==> config.mk <==
export PLATFORM = sky130hd
export DESIGN_NAME = thermal_log_word
export DESIGN_NICKNAME = d
export VERILOG_FILES = /design/src/rtl/thermal_log_word.sv
export SDC_FILE = /design/constraint.sdc
export NUM_CORES = 1
export LEC_CHECK = 0
export BUFFER_PORTS_ARGS = -buffer_cell sky130_fd_sc_hd__buf_2
export CAP_MARGIN = 30
export CORE_MARGIN = 5
export CORE_UTILIZATION = 35
export CTS_CLUSTER_SIZE = 8
export DETAILED_ROUTE_END_ITERATION = 7
export GPL_TIMING_DRIVEN = 0
export PLACE_DENSITY = 0.81
export SLEW_MARGIN = 40
export SYNTH_ARGS = -nofsm -noshare
export SYNTH_HDL_FRONTEND = slang
export SYNTH_SLANG_ARGS = --single-unit
==> constraint.sdc <==
create_clock -name clk -period 0.8 [get_ports clk]
set_clock_uncertainty 0.15 [all_clocks]
set_input_delay 0.12 -clock clk [delete_from_list [all_inputs] [get_ports clk]]
set_output_delay 0.12 -clock clk [all_outputs]
set_load 0.005 [all_outputs]
==> src/rtl/thermal_log_word.sv <==
module thermal_log_word #(
  parameter int WORD_W = 32,
  parameter int SYNC_STAGES = 2,
  parameter logic [7:0] CC_OK = 8'h40,
  parameter logic [7:0] CC_BADMASK = 8'h90
) (
  input  logic              clk,
  input  logic              rst_n,
  input  logic              tcc_active_i,
  input  logic              hot_sig_i,
  input  logic              crit_temp_i,
  input  logic              rd_req_i,
  input  logic [WORD_W-1:0] rd_mask_i,
  output logic              rd_vld_o,
  output logic [WORD_W-1:0] rd_data_o,
  output logic [7:0]        rd_cc_o
);
  localparam int NCOND = 3;

  function automatic logic [WORD_W-1:0] log_positions();
    logic [WORD_W-1:0] m;
    m = '0;
    for (int i = 0; i < NCOND; i++) m[2*i+1] = 1'b1;
    return m;
  endfunction

  localparam logic [WORD_W-1:0] LOG_POS = log_positions();

  logic [NCOND-1:0] cond_raw;
  logic [NCOND-1:0] sync_q [SYNC_STAGES];
  logic [NCOND-1:0] cond, prev_q, rise, log_q, clr;
  logic [WORD_W-1:0] word;
  logic              illegal, do_clr;

  assign cond_raw = {crit_temp_i, hot_sig_i, tcc_active_i};
  assign cond     = sync_q[SYNC_STAGES-1];
  assign rise     = cond & ~prev_q;

  always_ff @(posedge clk or negedge rst_n) begin
    if (!rst_n) begin
      for (int s = 0; s < SYNC_STAGES; s++) sync_q[s] <= '0;
    end else begin
      sync_q[0] <= cond_raw;
      for (int s = 1; s < SYNC_STAGES; s++) sync_q[s] <= sync_q[s-1];
    end
  end

  always_comb begin
    word = '0;
    for (int i = 0; i < NCOND; i++) begin
      word[2*i]   = cond[i];
      word[2*i+1] = log_q[i];
      clr[i]      = ~rd_mask_i[2*i+1];
    end
  end

  assign illegal = |(~rd_mask_i & ~LOG_POS);
  assign do_clr  = rd_req_i & ~illegal;

  always_ff @(posedge clk or negedge rst_n) begin
    if (!rst_n) begin
      prev_q <= '0;
      log_q  <= '0;
    end else begin
      prev_q <= cond;
      log_q  <= (log_q & ~(do_clr ? clr : '0)) | rise;
    end
  end

  always_ff @(posedge clk or negedge rst_n) begin
    if (!rst_n) begin
      rd_vld_o  <= 1'b0;
      rd_data_o <= '0;
      rd_cc_o   <= '0;
    end else begin
      rd_vld_o <= rd_req_i;
      if (rd_req_i) begin
        rd_data_o <= word;
        rd_cc_o   <= illegal ? CC_BADMASK : CC_OK;
      end
    end
  end

  p_vld_after_req_r10: assert property (@(posedge clk) disable iff (!rst_n)
    rd_req_i |=> rd_vld_o);
  p_no_vld_idle_r10: assert property (@(posedge clk) disable iff (!rst_n)
    !rd_req_i |=> !rd_vld_o);
  p_cc_known_r7: assert property (@(posedge clk) disable iff (!rst_n)
    rd_vld_o |-> (rd_cc_o == CC_OK || rd_cc_o == CC_BADMASK));
  p_reserved_zero_r1: assert property (@(posedge clk) disable iff (!rst_n)
    rd_vld_o |-> (rd_data_o & ~(LOG_POS | (LOG_POS >> 1))) == '0);
  p_log_sticky_r4: assert property (@(posedge clk) disable iff (!rst_n)
    !rd_req_i |=> (log_q & $past(log_q)) == $past(log_q));
  p_bad_mask_keeps_r6: assert property (@(posedge clk) disable iff (!rst_n)
    (rd_req_i && illegal) |=> (log_q & $past(log_q)) == $past(log_q) && rd_cc_o == CC_BADMASK);
  p_rise_logged_r9: assert property (@(posedge clk) disable iff (!rst_n)
    |rise |=> (log_q & $past(rise)) == $past(rise));
endmodule

## Word level (Yosys, flattened, before mapping)

Cells that the tools add are included.

- Flip-flop bits (word level): 27
- Bits of input ports: 38
- Output and inout port bits: 41
- Logic and storage cells: 21

- Multiplexer cells: 2
- Bitwise operators: 11
- Reductions and logical operators: 1

Operators with widths:

| operator | count |
|---|---|
| 32-bit inverter | 1 |
| 29-bit OR reduction | 1 |
| 8-bit 2-to-1 mux | 1 |
| 3-bit bitwise AND | 2 |
| 3-bit inverter | 2 |
| 1-bit inverter | 4 |
| 3-bit 2-to-1 mux | 1 |
| 3-bit OR | 1 |
| 1-bit bitwise AND | 1 |

## Logic depth before layout (Yosys ltp)

Gate-level depths: netlist of the first run.

- Depth after elaboration: 8
- Gate-level depth with buffers: 5

## Worst setup path after synthesis of the first run

Ideal clock, no wire load.

- Path kind: input -> register
- From: in rd_req_i
- To: reg log_q[0]
- Setup time: 118 ps
- Data arrival time: 839 ps
- Data required time: 532 ps
- Path slack: -307 ps
- Stages: 5
- Cell sequence: buf_6 nand4_2 nor4_2 nand2_1 a21o_1

- Cells in the longest elaborated chain, start to end: 5

Ends and longest elaborated chain:

| element | line | source |
|---|---|---|
| from (decl) | 12 | `input logic rd_req_i,` |
| 1-bit bitwise AND | 58 | `assign do_clr = rd_req_i & ~illegal;` |
| 3-bit 2-to-1 mux | 66 | `log_q <= (log_q & ~(do_clr ? clr : '0)) \| rise;` |
| 3-bit inverter | 66 |  |
| 3-bit bitwise AND | 66 |  |
| 3-bit OR | 66 |  |
| to (signal assigned) | 66 |  |
| to (decl) | 31 | `logic [NCOND-1:0] cond, prev_q, rise, log_q, clr;` |

No other way between the ends.
A chain may end at the register's enable or synchronous reset.

==> impl_metrics.env, run 1 <==
export IMPL_outcome="finished, violations left"
export IMPL_failed_checks="hold timing, setup timing"
export IMPL_wl_um=2170
export IMPL_cts_sinks=21
export IMPL_nFillCells=252
export IMPL_mappedNetlistArea_um2=1000
export IMPL_yosysTopAreaCellShare=0.525
export IMPL_fin_crit_sh=1.50
export IMPL_clockBufferDepth=2
export IMPL_postLayoutSetupSlackWorst_ns=-0.404
export IMPL_period_needed_ns=1.20
export IMPL_die_h_um=63.5
export IMPL_instances_no_fill=209
export IMPL_viasPerCell=3.77
export IMPL_portBuffers=47
export IMPL_fmax_mhz=831
export IMPL_place_congestion=0.737
export IMPL_worstPathArrival_ns=0.93
export IMPL_cts_made_buffers=3
export IMPL_critical_path_max_stage_delay_ns=0.41
export IMPL_slowest_stage="dfrtp_1"
export IMPL_cp_required_ns=0.53
export IMPL_grt_total_usage=0.105
export IMPL_clock_root_buffer="clkbuf_4"
export IMPL_dieArea_um2=4030
export IMPL_dp_slack_ns=-0.455
export IMPL_grt_pass1_vias=770
export IMPL_ys_seq_area_frac=0.525
export IMPL_grt_max_degree=22
export IMPL_ant_nets=0
export IMPL_multi_input_area_um2=353
export IMPL_synth_top_area_cell="dfrtp_1"
export IMPL_routedWlPerCell_um=10.4
export IMPL_top_level_ports=79
export IMPL_ys_seq_elements=21
export IMPL_fin_setup_tns_ns=-4.61
export IMPL_diodes=0
export IMPL_first_pass_iters=4
export IMPL_cpMostUsedCell="buf_6"
export IMPL_hold_viol=3
export IMPL_grt_overflow=0
export IMPL_grt_pass1_wl_um=3440
export IMPL_fin_nets=217
export IMPL_syn_mean_instance_area_um2=11.5
export IMPL_coreArea_um2=2760
export IMPL_ctsHtreeMaxLevel=1
export IMPL_num_vias=788
export IMPL_initial_core_util=0.363
export IMPL_setup_worst_path_class="flop to output pin"
export IMPL_first_iter_violations=7
export IMPL_clkTransAtPathRegs_ns=0.12
export IMPL_die_w_um=63.5
export IMPL_finalSetupViolCount=20
export IMPL_synthTopCellsByArea="dfrtp_1 53%, buf_4 24%, mux2_2 6.7%"
export IMPL_ys_warnings_count=0
export IMPL_rsz0062_at_grt="true"
export IMPL_p_leak_nw=0.849
export IMPL_final_max_slew_viol_count=0
export IMPL_crit_path_end_kind="output pin"
export IMPL_peakVddDrop_mv=1.44
export IMPL_holdWs_ns=-0.0498
export IMPL_crit_path_start_kind="flop"
export IMPL_cp_max_fo=3
export IMPL_drc_errors=0
export IMPL_clock_latency_ns=0.30
export IMPL_cap_violations=0
export IMPL_hold_class="input pin to flop"
export IMPL_drive_above_1_share=0.562
export IMPL_cts_tree="done"
export IMPL_ys_types=14
export IMPL_cts_hold_buf=5
export IMPL_rows=19
export IMPL_p_per_area_nw_per_um2=1300
export IMPL_grt_antenna_before_repair=0
export IMPL_dp_cells=195
export IMPL_ff_latch_area_um2=526
export IMPL_netlist_instances=87
export IMPL_synthToLayoutAreaGrowth_pct=54.9
export IMPL_cp_cell_sequence="buf_6, buf_6"
## metrics by stage
step | hold slack, ns | power [mW] | util | instance area [um^2]
final | -0.0498 | 2.01 | 0.562 | 1550
after global routing | -0.0369 | 2.12 | 0.562 | 1550
after CTS | -0.0397 | 1.99 | 0.551 | 1520
after detailed placement | -0.0593 | 1.46 | 0.503 | 1390
after global placement | -0.0638 | 1.46 | 0.503 | 1390
after floorplan | -0.326 | 1.33 | - | 1110
## timing repair
| action | 4_1_cts | 5_1_grt |
|---|---|---|
| pin swaps | 8 | 3 |
| endpoints found under the setup margin | 21 | 42 |
| gates resized for setup | 11 | 5 |
| hold endpoints to repair | 28 | 2 |
| buffers inserted | 3 | 2 |
## placed cells by master (no fill, tap or decap)
cell	n
buf_8	1
o21ai_1	3
buf_2	45
dlygate4sd3_1	5
nor4_2	2
mux2_4	5
nand2_1	4
clkinv_2	1
mux2_2	1
o21a_1	1
buf_4	36
dfrtp_1	21
clkbuf_4	4
nand4_2	1
nand2_2	1
o21ai_2	1
a21o_1	3
nand4_1	6
buf_6	2
conb_1	31
inv_1	4
## layout make-up
class,instances,area share
repair buffers,57,0.214
inverters,4,0.00969
clock inverters,1,0.00323
plain buffers,33,0.167
flip-flops and latches,21,0.339
multi-input cells,59,0.228
clock buffers,3,0.0145
well taps,31,0.0250
## cells by family after synthesis
logic type             Yosys count  synth area share
AND/OR/NAND/NOR                 14            0.0875
other                            1           0.00375
multiplexers                     6            0.0675
buffers and inverters           37             0.266
flip-flops                      21             0.525
AO/OA/AOI/OAI                    8            0.0500
## path summary, 6_finish.rpt
| path | startpoint | to | slack [ns] | depth (start not counted) |
|---|---|---|---|---|
| max reg2reg | rd_data_o[4] | rd_data_o[4] | -0.25 | 2 |
| max in group asynchronous | rst_n | rd_data_o[3] | 0.19 | 2 |
| min | rd_mask_i[1] | log_q[0] | -0.05 | 4 |
| min in group asynchronous | rst_n | sync_q[5] | 0.08 | 2 |
| max | rd_cc_o[4] | rd_cc_o[7] | -0.40 | 2 |
| min reg2reg | sync_q[5] | cond[2] | 0.21 | 0 |
## power breakdown
| group | internal, mW | total [mW] | leakage, nW | switching (mW) |
|---|---|---|---|---|
| Clock | 0.187 | 0.500 | 0.0177 | 0.314 |
| Combinational | 0.243 | 0.389 | 0.604 | 0.146 |
| Sequential | 1.10 | 1.12 | 0.227 | 0.0184 |
## cells in the mapped netlist
library cell / number
a21o_1: 3
buf_4: 32
buf_6: 1
conb_1: 1
dfrtp_1: 21
inv_1: 4
mux2_2: 6
nand2_1: 5
nand4_1: 6
nand4_2: 1
nor4_1: 1
nor4_2: 1
o21a_1: 1
o21ai_0: 4
## worst max-delay path, delay by kind of cell (launching register included)
kind,cells,cell delay (ns)
buffers and inverters,2,0.22
DFF,1,0.41
## metal layers
layer | global-route usage | up-vias | wire, um
li1 | - | 407 | -
met1 | 0.116 | 334 | 746
met2 | 0.184 | 45 | 1100
met3 | 0.0320 | 2 | 295
met4 | 0.0442 | 0 | 25
met5 | 0 | - | 0
## state kept, by name, indices dropped and copies added (netlist names)
register / count
rd_data_o: 6
rd_vld_o: 1
prev_q: 3
cond: 3
log_q: 3
rd_cc_o: 2
sync_q: 3
No activity file was read; power rests on OpenSTA's default activity.
==> run 2: changes to the inputs <==
Settings changed: CORE_UTILIZATION 35 to 38, CTS_BUF_LIST set to sky130_fd_sc_hd__clkbuf_4 sky130_fd_sc_hd__clkbuf_8 sky130_fd_sc_hd__clkbuf_16, PLACE_DENSITY 0.81 to 0.84.
Clock period 0.8 ns to 1.2 ns, I/O delays scaled along.
==> run 2 against run 1 <==
Compared with the run above:
- the run now ends clean
- global-route usage up 0.47 points
- critical path depth decreased by 1
- flip-flop and latch count unchanged
- setup slack improved by 0.45 ns
- total power is 35% lower
- cell area down 4.8%
- highest routed layer is now met3
- via count is 0.13% lower
- critical endpoint is now rd_cc_o[4]
- hold slack better by 0.073 ns
- sequential share of layout area up 1.7 points
- die area fell by 6.7%
- non-clock buffer count down 5
==> impl_metrics.env, run 2 (same netlist as run 1, synthesis figures left out) <==
export IMPL_outcome="complete, no violations"
export IMPL_p_int_mw=1.03
export IMPL_cp_top_family="flip-flops"
export IMPL_peakVddDrop_mv=1.07
export IMPL_fin_crit_sh=0.964
export IMPL_total_power_mw=1.31
export IMPL_clock_latency_ns=0.28
export IMPL_grt_max_degree=22
export IMPL_slowest_stage="dfrtp_1"
export IMPL_grt_total_usage=0.110
export IMPL_ant_nets=0
export IMPL_drc_errors=0
export IMPL_whs_path_depth=4
export IMPL_place_congestion=0.683
export IMPL_grt_antenna_before_repair=0
export IMPL_rsz0062_at_grt="true"
export IMPL_cp_required_ns=0.87
export IMPL_hold_class="input pin to flop"
export IMPL_grt_overflow=0
export IMPL_p_clk_frac=0.254
export IMPL_largest_reg_flops=6
export IMPL_die_w_um=61.3
export IMPL_ff2ff_path_depth=2
export IMPL_portBuffers=47
export IMPL_initial_core_util=0.400
export IMPL_rows=18
export IMPL_p_per_area_nw_per_um2=889
export IMPL_top_level_ports=79
export IMPL_multi_input_area_um2=324
export IMPL_clkTransAtPathRegs_ns=0.10
export IMPL_top_register="rd_data_o"
export IMPL_ctsHtreeMaxLevel=1
export IMPL_cap_violations=0
export IMPL_worstPathArrival_ns=0.83
export IMPL_cp_depth=1
export IMPL_clockBufferDepth=2
export IMPL_placed_cell_area_um2=1390
export IMPL_p_leak_nw=0.797
export IMPL_first_pass_iters=2
export IMPL_pwr_share_seq=0.569
export IMPL_nFillCells=215
export IMPL_fin_setup_tns_ns=0
export IMPL_pwr_share_comb=0.178
export IMPL_synthToLayoutAreaGrowth_pct=47.4
export IMPL_setup_worst_path_class="flop to output pin"
export IMPL_switching_share=0.216
export IMPL_postLayoutSetupSlackWorst_ns=0.0432
export IMPL_final_common_cell="buf_2"
export IMPL_cts_sinks=21
export IMPL_first_iter_violations=4
export IMPL_cp_cell_sequence="buf_2"
export IMPL_hold_viol=0
export IMPL_routedWlPerCell_um=10.4
export IMPL_p_sw_mw=0.283
export IMPL_diodes=0
export IMPL_dieArea_um2=3760
export IMPL_crit_path_end_kind="output pin"
export IMPL_finalSetupViolCount=0
export IMPL_fin_nets=212
export IMPL_critical_path_max_stage_delay_ns=0.41
export IMPL_crit_buf_inv=1
export IMPL_cts_tree="done"
export IMPL_drive_above_1_share=0.538
export IMPL_viasPerCell=3.88
export IMPL_holdWs_ns=0.0237
export IMPL_cp_max_fo=3
export IMPL_final_area_um2=1480
export IMPL_coreArea_um2=2500
export IMPL_wl_um=2120
export IMPL_cts_made_buffers=3
export IMPL_period_needed_ns=1.16
export IMPL_clock_root_buffer="clkbuf_4"
export IMPL_die_h_um=61.3
export IMPL_grt_pass1_vias=753
export IMPL_fmax_mhz=864
export IMPL_crit_path_start_kind="flop"
export IMPL_ff_latch_area_um2=526
export IMPL_layout_common_cells="46 x buf_2, 32 x buf_4, 31 x conb_1"
export IMPL_dp_slack_ns=-0.223
export IMPL_num_vias=787
export IMPL_final_max_slew_viol_count=0
export IMPL_grt_pass1_wl_um=3140
[run 2: path summary, 6_finish.rpt]
kind	slack, ns	end	start
worst max-delay path	0.04	rd_cc_o[4]	rd_cc_o[4]
worst min-delay path	0.02	log_q[2]	rd_mask_i[5]
worst max register to register	0.26	rd_cc_o[4]	rd_cc_o[4]
worst min register to register	0.21	cond[1]	sync_q[4]
max in group asynchronous	0.39	rd_data_o[5]	rst_n
min in group asynchronous	0.21	sync_q[4]	rst_n
[run 2: final cells by class]
cell class | instances | area share
Tap cell | 30 | 0.0254
Multi-Input combinational cell | 59 | 0.220
Timing Repair Buffer | 53 | 0.203
Clock buffer | 4 | 0.0204
Inverter | 4 | 0.0102
Buffer | 32 | 0.165
Sequential cell | 21 | 0.356
[run 2: metrics by stage]
step / std cells / utilization
floorplan: 117 / -
global placement: 194 / 0.555
detailed placement: 194 / 0.555
CTS: 203 / 0.589
global route: 203 / 0.590
finish: 203 / 0.590
[run 2: worst register-to-register path, cell delays in order (launching register included)]
cell and delay, ns:
dfrtp_1 0.41, buf_4 0.14, o21a_1 0.15
[run 2: timing repair]
action                                  CTS  global route
hold endpoints to repair                 25             0
hold buffers                              5             0
gates resized for setup                   1             1
setup buffers                             1             0
endpoints found under the setup margin    1             4
[run 2: metal layers]
metal	GRT usage	up-vias	routed length [um]
met2	0.219	42	1100
li1	-	399	-
met1	0.118	346	723
met4	0.0279	0	0
met3	0.0168	0	297
met5	0	-	0
[run 2: power by group through the flow]
stage / logic [mW] / clock network, mW / registers, mW
global route: 0.259 / 0.375 / 0.750
detailed placement: 0.215 / 0 / 0.760
global placement: 0.211 / 0 / 0.758
floorplan: 0.125 / 0 / 0.759
finish: 0.233 / 0.333 / 0.745
CTS: 0.228 / 0.353 / 0.746
